`src/rtl/hrcap_pkg.sv`:
```
package hrcap_pkg;

    localparam int unsigned DEF_FINE_W = 7;
    localparam int unsigned DEF_LOOP_W = 25;

    typedef enum logic [1:0] {
        EDGE_OFF  = 2'd0,
        EDGE_RISE = 2'd1,
        EDGE_FALL = 2'd2,
        EDGE_ANY  = 2'd3
    } edge_sel_e;

    function automatic logic edge_hit(input edge_sel_e sel, input logic rise, input logic fall);
        logic h;
        case (sel)
            EDGE_RISE: h = rise;
            EDGE_FALL: h = fall;
            EDGE_ANY:  h = rise | fall;
            default:   h = 1'b0;
        endcase
        return h;
    endfunction

endpackage

```
`src/rtl/hrcap_timebase.sv`:
```
module hrcap_timebase #(
    parameter int unsigned FINE_W = hrcap_pkg::DEF_FINE_W,
    parameter int unsigned LOOP_W = hrcap_pkg::DEF_LOOP_W,
    localparam int unsigned STAMP_W = FINE_W + LOOP_W
) (
    input  logic               clk,
    input  logic               rst_n,
    output logic [STAMP_W-1:0] stamp_o,
    output logic               tick_o
);

    typedef struct packed {
        logic [LOOP_W-1:0] loop;
        logic [FINE_W-1:0] fine;
    } tb_t;

    tb_t q, d;

    always_comb begin
        d = q;
        d.fine = q.fine + 1'b1;
        if (&q.fine) begin
            d.loop = q.loop + 1'b1;
        end
    end

    always_ff @(posedge clk or negedge rst_n) begin
        if (!rst_n) begin
            q <= '0;
        end else begin
            q <= d;
        end
    end

    assign stamp_o = q;
    assign tick_o  = &q.fine;

    assert_loop_wrap_R2: assert property (@(posedge clk) disable iff (!rst_n)
        tick_o |=> (stamp_o[FINE_W-1:0] == '0) &&
                   (stamp_o[STAMP_W-1:FINE_W] == $past(stamp_o[STAMP_W-1:FINE_W]) + 1'b1));

    assert_loop_hold_R2: assert property (@(posedge clk) disable iff (!rst_n)
        !tick_o |=> $stable(stamp_o[STAMP_W-1:FINE_W]));

endmodule

```
`src/rtl/hrcap_pinsync.sv`:
```
module hrcap_pinsync #(
    parameter int unsigned N = 32
) (
    input  logic         clk,
    input  logic         rst_n,
    input  logic [N-1:0] pin_i,
    output logic [N-1:0] level_o,
    output logic [N-1:0] rise_o,
    output logic [N-1:0] fall_o
);

    typedef struct packed {
        logic [N-1:0] s1;
        logic [N-1:0] s2;
        logic [N-1:0] s3;
    } sync_t;

    sync_t q, d;

    always_comb begin
        d    = q;
        d.s1 = pin_i;
        d.s2 = q.s1;
        d.s3 = q.s2;
    end

    always_ff @(posedge clk or negedge rst_n) begin
        if (!rst_n) begin
            q <= '0;
        end else begin
            q <= d;
        end
    end

    assign level_o = q.s2;
    assign rise_o  = q.s2 & ~q.s3;
    assign fall_o  = ~q.s2 & q.s3;

    assert_rise_source_R2: assert property (@(posedge clk) disable iff (!rst_n)
        (rise_o & ~$past(q.s1)) == '0);

    assert_fall_source_R2: assert property (@(posedge clk) disable iff (!rst_n)
        (fall_o & $past(q.s1)) == '0);

endmodule

```
`src/rtl/hrcap_chan.sv`:
```
module hrcap_chan #(
    parameter int unsigned STAMP_W = 32,
    parameter int unsigned FINE_W  = hrcap_pkg::DEF_FINE_W
) (
    input  logic               clk,
    input  logic               rst_n,
    input  logic               tick_i,
    input  logic [STAMP_W-1:0] stamp_i,
    input  logic               hit_i,
    input  logic               rd_i,
    output logic               take_o,
    output logic [STAMP_W-1:0] cap_o,
    output logic               valid_o,
    output logic               ovr_o
);

    typedef struct packed {
        logic               pend;
        logic [STAMP_W-1:0] pstamp;
        logic [STAMP_W-1:0] cap;
        logic               valid;
        logic               ovr;
    } ch_t;

    ch_t  q, d;
    logic publish;

    always_comb begin
        d       = q;
        take_o  = hit_i & ~q.pend;
        publish = tick_i & (q.pend | hit_i);
        if (take_o) begin
            d.pend   = 1'b1;
            d.pstamp = stamp_i;
        end
        if (rd_i) begin
            d.valid = 1'b0;
            d.ovr   = 1'b0;
        end
        if (tick_i) begin
            d.pend = 1'b0;
        end
        if (publish) begin
            d.cap   = q.pend ? q.pstamp : stamp_i;
            d.valid = 1'b1;
            d.ovr   = (q.ovr | q.valid) & ~rd_i;
        end
    end

    always_ff @(posedge clk or negedge rst_n) begin
        if (!rst_n) begin
            q <= '0;
        end else begin
            q <= d;
        end
    end

    assign cap_o   = q.cap;
    assign valid_o = q.valid;
    assign ovr_o   = q.ovr;

    assert_publish_at_wrap_R4: assert property (@(posedge clk) disable iff (!rst_n)
        $rose(valid_o) |-> $past(tick_i));

    assert_boundary_fresh_R6: assert property (@(posedge clk) disable iff (!rst_n)
        (tick_i && hit_i && !q.pend) |=> (cap_o[FINE_W-1:0] == '1));

    assert_read_clears_R7: assert property (@(posedge clk) disable iff (!rst_n)
        (rd_i && !tick_i) |=> (!valid_o && !ovr_o));

    assert_overrun_R8: assert property (@(posedge clk) disable iff (!rst_n)
        (tick_i && (q.pend || hit_i) && valid_o && !rd_i) |=> ovr_o);

    assert_idle_hold_R11: assert property (@(posedge clk) disable iff (!rst_n)
        !(tick_i && (q.pend || hit_i)) |=> $stable(cap_o));

endmodule

```
`src/rtl/hr_edge_capture.sv`:
```
module hr_edge_capture #(
    parameter int unsigned NUM_CH = 32,
    parameter int unsigned FINE_W = hrcap_pkg::DEF_FINE_W,
    parameter int unsigned LOOP_W = hrcap_pkg::DEF_LOOP_W,
    localparam int unsigned STAMP_W = FINE_W + LOOP_W,
    localparam int unsigned NPAIR   = NUM_CH / 2
) (
    input  logic                      clk,
    input  logic                      rst_n,
    input  logic [NUM_CH-1:0]         pin_i,
    input  logic [2*NUM_CH-1:0]       mode_i,
    input  logic [NPAIR-1:0]          share_i,
    input  logic [NUM_CH-1:0]         rd_i,
    output logic [STAMP_W*NUM_CH-1:0] cap_o,
    output logic [NUM_CH-1:0]         valid_o,
    output logic [NUM_CH-1:0]         ovr_o,
    output logic [NUM_CH-1:0]         level_o
);
    import hrcap_pkg::*;

    logic [STAMP_W-1:0] stamp;
    logic               tick;
    logic [NUM_CH-1:0]  rise;
    logic [NUM_CH-1:0]  fall;
    logic [NPAIR-1:0]   even_take;
    logic [NPAIR-1:0]   odd_take;
    logic [NPAIR-1:0]   even_hit;
    logic [NPAIR-1:0]   odd_hit;

    hrcap_timebase #(.FINE_W(FINE_W), .LOOP_W(LOOP_W)) u_timebase (
        .clk     (clk),
        .rst_n   (rst_n),
        .stamp_o (stamp),
        .tick_o  (tick)
    );

    hrcap_pinsync #(.N(NUM_CH)) u_pinsync (
        .clk     (clk),
        .rst_n   (rst_n),
        .pin_i   (pin_i),
        .level_o (level_o),
        .rise_o  (rise),
        .fall_o  (fall)
    );

    for (genvar p = 0; p < NPAIR; p++) begin : g_pair
        localparam int unsigned EV = 2 * p;
        localparam int unsigned OD = 2 * p + 1;

        logic src_rise;
        logic src_fall;

        assign src_rise    = share_i[p] ? rise[EV] : rise[OD];
        assign src_fall    = share_i[p] ? fall[EV] : fall[OD];
        assign even_hit[p] = edge_hit(edge_sel_e'(mode_i[2*EV +: 2]), rise[EV], fall[EV]);
        assign odd_hit[p]  = edge_hit(edge_sel_e'(mode_i[2*OD +: 2]), src_rise, src_fall)
                             & ~(share_i[p] & even_take[p]);

        hrcap_chan #(.STAMP_W(STAMP_W), .FINE_W(FINE_W)) u_even (
            .clk     (clk),
            .rst_n   (rst_n),
            .tick_i  (tick),
            .stamp_i (stamp),
            .hit_i   (even_hit[p]),
            .rd_i    (rd_i[EV]),
            .take_o  (even_take[p]),
            .cap_o   (cap_o[STAMP_W*EV +: STAMP_W]),
            .valid_o (valid_o[EV]),
            .ovr_o   (ovr_o[EV])
        );

        hrcap_chan #(.STAMP_W(STAMP_W), .FINE_W(FINE_W)) u_odd (
            .clk     (clk),
            .rst_n   (rst_n),
            .tick_i  (tick),
            .stamp_i (stamp),
            .hit_i   (odd_hit[p]),
            .rd_i    (rd_i[OD]),
            .take_o  (odd_take[p]),
            .cap_o   (cap_o[STAMP_W*OD +: STAMP_W]),
            .valid_o (valid_o[OD]),
            .ovr_o   (ovr_o[OD])
        );

        assert_share_split_R9: assert property (@(posedge clk) disable iff (!rst_n)
            share_i[p] |-> !(even_take[p] && odd_take[p]));

        assert_share_no_own_R9: assert property (@(posedge clk) disable iff (!rst_n)
            (share_i[p] && !rise[EV] && !fall[EV]) |-> !odd_take[p]);
    end

endmodule

```
`config.mk`:
```
export PLATFORM = sky130hd
export DESIGN_NAME = hr_edge_capture
export DESIGN_NICKNAME = d
export VERILOG_FILES = /design/src/rtl/hrcap_pkg.sv /design/src/rtl/hrcap_timebase.sv /design/src/rtl/hrcap_pinsync.sv /design/src/rtl/hrcap_chan.sv /design/src/rtl/hr_edge_capture.sv
export SDC_FILE = /design/constraint.sdc
export NUM_CORES = 2
export LEC_CHECK = 0
export BUFFER_PORTS_ARGS = -buffer_cell sky130_fd_sc_hd__buf_2
export CAP_MARGIN = 15
export CORE_MARGIN = 10
export CORE_UTILIZATION = 40
export DETAILED_ROUTE_END_ITERATION = 8
export GPL_ROUTABILITY_DRIVEN = 0
export MAX_ROUTING_LAYER = met4
export PLACE_DENSITY = 0.7
export SYNTH_ARGS = -nofsm -noshare
export SYNTH_HDL_FRONTEND = slang
export SYNTH_SLANG_ARGS = --single-unit
```
`constraint.sdc`:
```
create_clock -name clk -period 2.81 [get_ports clk]
set_clock_uncertainty 0.15 [all_clocks]
set_input_delay 0.562 -clock clk [delete_from_list [all_inputs] [get_ports clk]]
set_output_delay 0.562 -clock clk [all_outputs]
set_load 0.05 [all_outputs]
```
==> flow_summary.json <==
{
  "ir_drop_uv": 515,
  "drc": 0,
  "syn_area_mm2": 0.106,
  "clockBufferDepth": 4,
  "cp_slowest_cell": "dfrtp_1",
  "cp-endpoint": "g_pair[1].u_odd.q[64]",
  "placed_cells": 11600,
  "fmax_ghz": 0.370,
  "ant_nets": 0,
  "synthCells": 8178,
  "num_io_pins": 1266,
  "hold_viol": 0,
  "synth.area.top_cells": "dfrtp_1 (53%), mux2_2 (17%), buf_4 (8.3%), mux2_4 (5.1%), mux2i_1 (4.7%)",
  "drt-total-wl_mm": 340,
  "dp_slack_ns": 0.0602,
  "rows": 189,
  "initial_utilization": 0.401,
  "wl_per_cell_um": 28.0,
  "drtPass1Iterations": 6,
  "htreeDepth": 4,
  "timing.setup.tns_ns": 0,
  "dp_hpwl_mm": 241,
  "r2r-start": "u_pinsync.level_o[2]",
  "postCtsSetupBuffers": 0,
  "status": "complete, no violations",
  "clk_pin_slew_ns": 0.06,
  "io_buffers": 1265,
  "synth_area_leader_cell": "dfrtp_1",
  "grt_antenna_before_repair": 48,
  "avgViaCountPerCell": 5.29,
  "final_cells": 12100,
  "die_area_mm2": 0.287,
  "worstPathArrival_ns": 3.33,
  "crit_path_start_kind": "flop",
  "clock-sinks": 2272,
  "vias": 64200,
  "clk_latency_ns": 0.93,
  "multi_input_comb_area_mm2": 0.0378,
  "postLayoutCellArea_mm2": 0.119,
  "grt_setup_unrepaired": "no",
  "r2r_slack_ns": 0.11,
  "maxCapViolCount": 0,
  "synthDominantCellAreaShare": 0.535,
  "grt_usage": 0.234,
  "synth_top_flop_cell": "dfrtp_1",
  "grt.overflow.total": 0,
  "synth-edff-count": 0,
  "synthArstFlopShare": 1.00,
  "ys_ff_latch": 2272,
  "drive_gt1_frac": 0.480,
  "drtIter0Drc": 4464,
  "rr_endpoint": "g_pair[1].u_odd.q[64]",
  "min_period_over_period": 0.962,
  "root_buffer": "clkbuf_16",
  "maxSlewViolCount": 0,
  "setup_viol": 0,
  "final_nets": 8538,
  "coreArea_mm2": 0.265,
  "grt_pass1_wl_mm": 485,
  "ys_top_cells_by_count": "dfrtp_1 (2272), mux2_2 (1601), buf_4 (1171)",
  "startpoint": "u_pinsync.level_o[2]",
  "powerDensity_mw_per_mm2": 598,
  "slew_headroom": 0.248,
  "fin_util": 0.449,
  "end_kind": "flop",
  "tightestPinTransition_ns": 1.13,
  "grt_pass1_vias": 67400,
  "n_fill_cell": 23400,
  "critPathMaxStageDelay_ns": 0.41,
  "p_leak_uw": 0.0628,
  "cts_tree": "yes",
  "yosysMostFrequentCell": "dfrtp_1",
  "register_area_mm2": 0.0570,
  "dpl-instance-area_mm2": 0.110,
  "worst_slack_ns": 0.107,
  "cts_inserted_buffers": 240,
  "grt_max_degree": 150,
  "hp-class": "in -> reg",
  "required_ns": 3.43,
  "synth_nets": 8358,
  "ff2ff_path_depth": 7,
  "avgSynthCellArea_um2": 13.0,
  "critical_path.cell_chain": "ha_1 -> or2_2 -> a41oi_4 -> a31o_4 -> nor2b_4 -> buf_12 -> mux2_4",
  "timing.final.crit_period_ns": 2.70,
  "cp_max_fo": 32,
  "yosysSeqAreaShare": 0.535,
  "die_h_um": 536,
  "yosys.cell_types.count": 49,
  "die_w_um": 536,
  "path_class": "reg -> reg",
  "area_growth_pct": 11.9,
  "yosys_warnings": 0
}
report_power, final:
part           switching [uW]  internal, uW
combinational            2600          1210
sequential                535         33400
clock                   13800         19600
repair_timing:
| action | 4_1_cts | 5_1_grt |
|---|---|---|
| setup endpoints to repair | 0 | 1 |
| hold buffers | 90 | 0 |
| endpoints found under the hold margin | 1332 | 0 |
| resized for setup | 0 | 0 |
cell usage in the layout, fill, tap and decap left out, drive strengths merged, types with 34 or more instances in the layout:
cell,n
clkinv,52
dfrtp,2272
nand3b,36
a21oi,544
nand2,72
o21ai,48
clkbuf,335
dlygate4sd3,90
inv,109
nor2,578
ha,34
buf,1586
mux2,1988
mux2i,496
critical path, delay by kind of cell (launching register included):
kind	cells	cell delay [ns]
buffers and inverters	1	0.27
multiplexers	1	0.34
AND/OR/NAND/NOR	2	0.54
adder cells (fa/ha/maj)	1	0.23
AO/OA/AOI/OAI	2	0.55
flip-flops	1	0.41
sequential cells by signal, summed over array words and instances, names as in the netlist:
signal                 cells
u_timebase.stamp_o        32
g_pair.u_odd.cap_o       512
u_pinsync.q               32
g_pair.u_odd.q           528
g_pair.u_even.q          528
u_pinsync.level_o         32
g_pair.u_odd.valid_o      16
g_pair.u_even.valid_o     16
u_pinsync.d               32
g_pair.u_even.ovr_o       16
g_pair.u_even.cap_o      512
g_pair.u_odd.ovr_o        16
worst min path at each step:
stage,startpoint,end,depth (start not counted)
2_1_floorplan,rst_n,g_pair[0].u_even.cap_o[0],0
3_5_place_dp,u_pinsync.d[49],u_pinsync.level_o[17],0
4_1_cts,share_i[8],g_pair[8].u_odd.q[66],6
6_report,share_i[8],g_pair[8].u_odd.q[66],6
3_3_place_gp,u_pinsync.d[48],u_pinsync.level_o[16],0
5_1_grt,mode_i[28],g_pair[7].u_even.q[66],4
logic make-up after synthesis:
kind of cell	share of synthesized area
and+or+nand+nor	0.0350
buffers and inverters	0.113
AOI/OAI and AO/OA	0.0415
DFF	0.535
adders and majority gates	0.00400
muxes	0.270
xor gates and xnor gates	0.00239
layer usage:
layer | GRT usage | up-vias | routed length (um)
met3 | 0.0460 | 639 | 24200
li1 | - | 27300 | -
met4 | 0.0869 | 0 | 14800
met2 | 0.379 | 2602 | 163000
met5 | - | - | 0
met1 | 0.292 | 33700 | 138000
cell type report:
type / count / area share
multi-input combinational: 4071 / 0.317
clock buffer: 335 / 0.0586
inverter: 97 / 0.00306
tap: 3533 / 0.0372
timing repair buffer: 1676 / 0.0926
clock inverter: 110 / 0.0115
sequential: 2272 / 0.479
antenna: 32 / 0.000673
through the flow:
step                      hold WS (ns)  power [uW]
final                           0.0593       71200
after floorplan                  0.116       36900
after global routing            0.0411       73500
after global placement           0.183       38200
after CTS                      0.00183       71800
after detailed placement         0.186       38300
(Power assumes the default switching activity.)
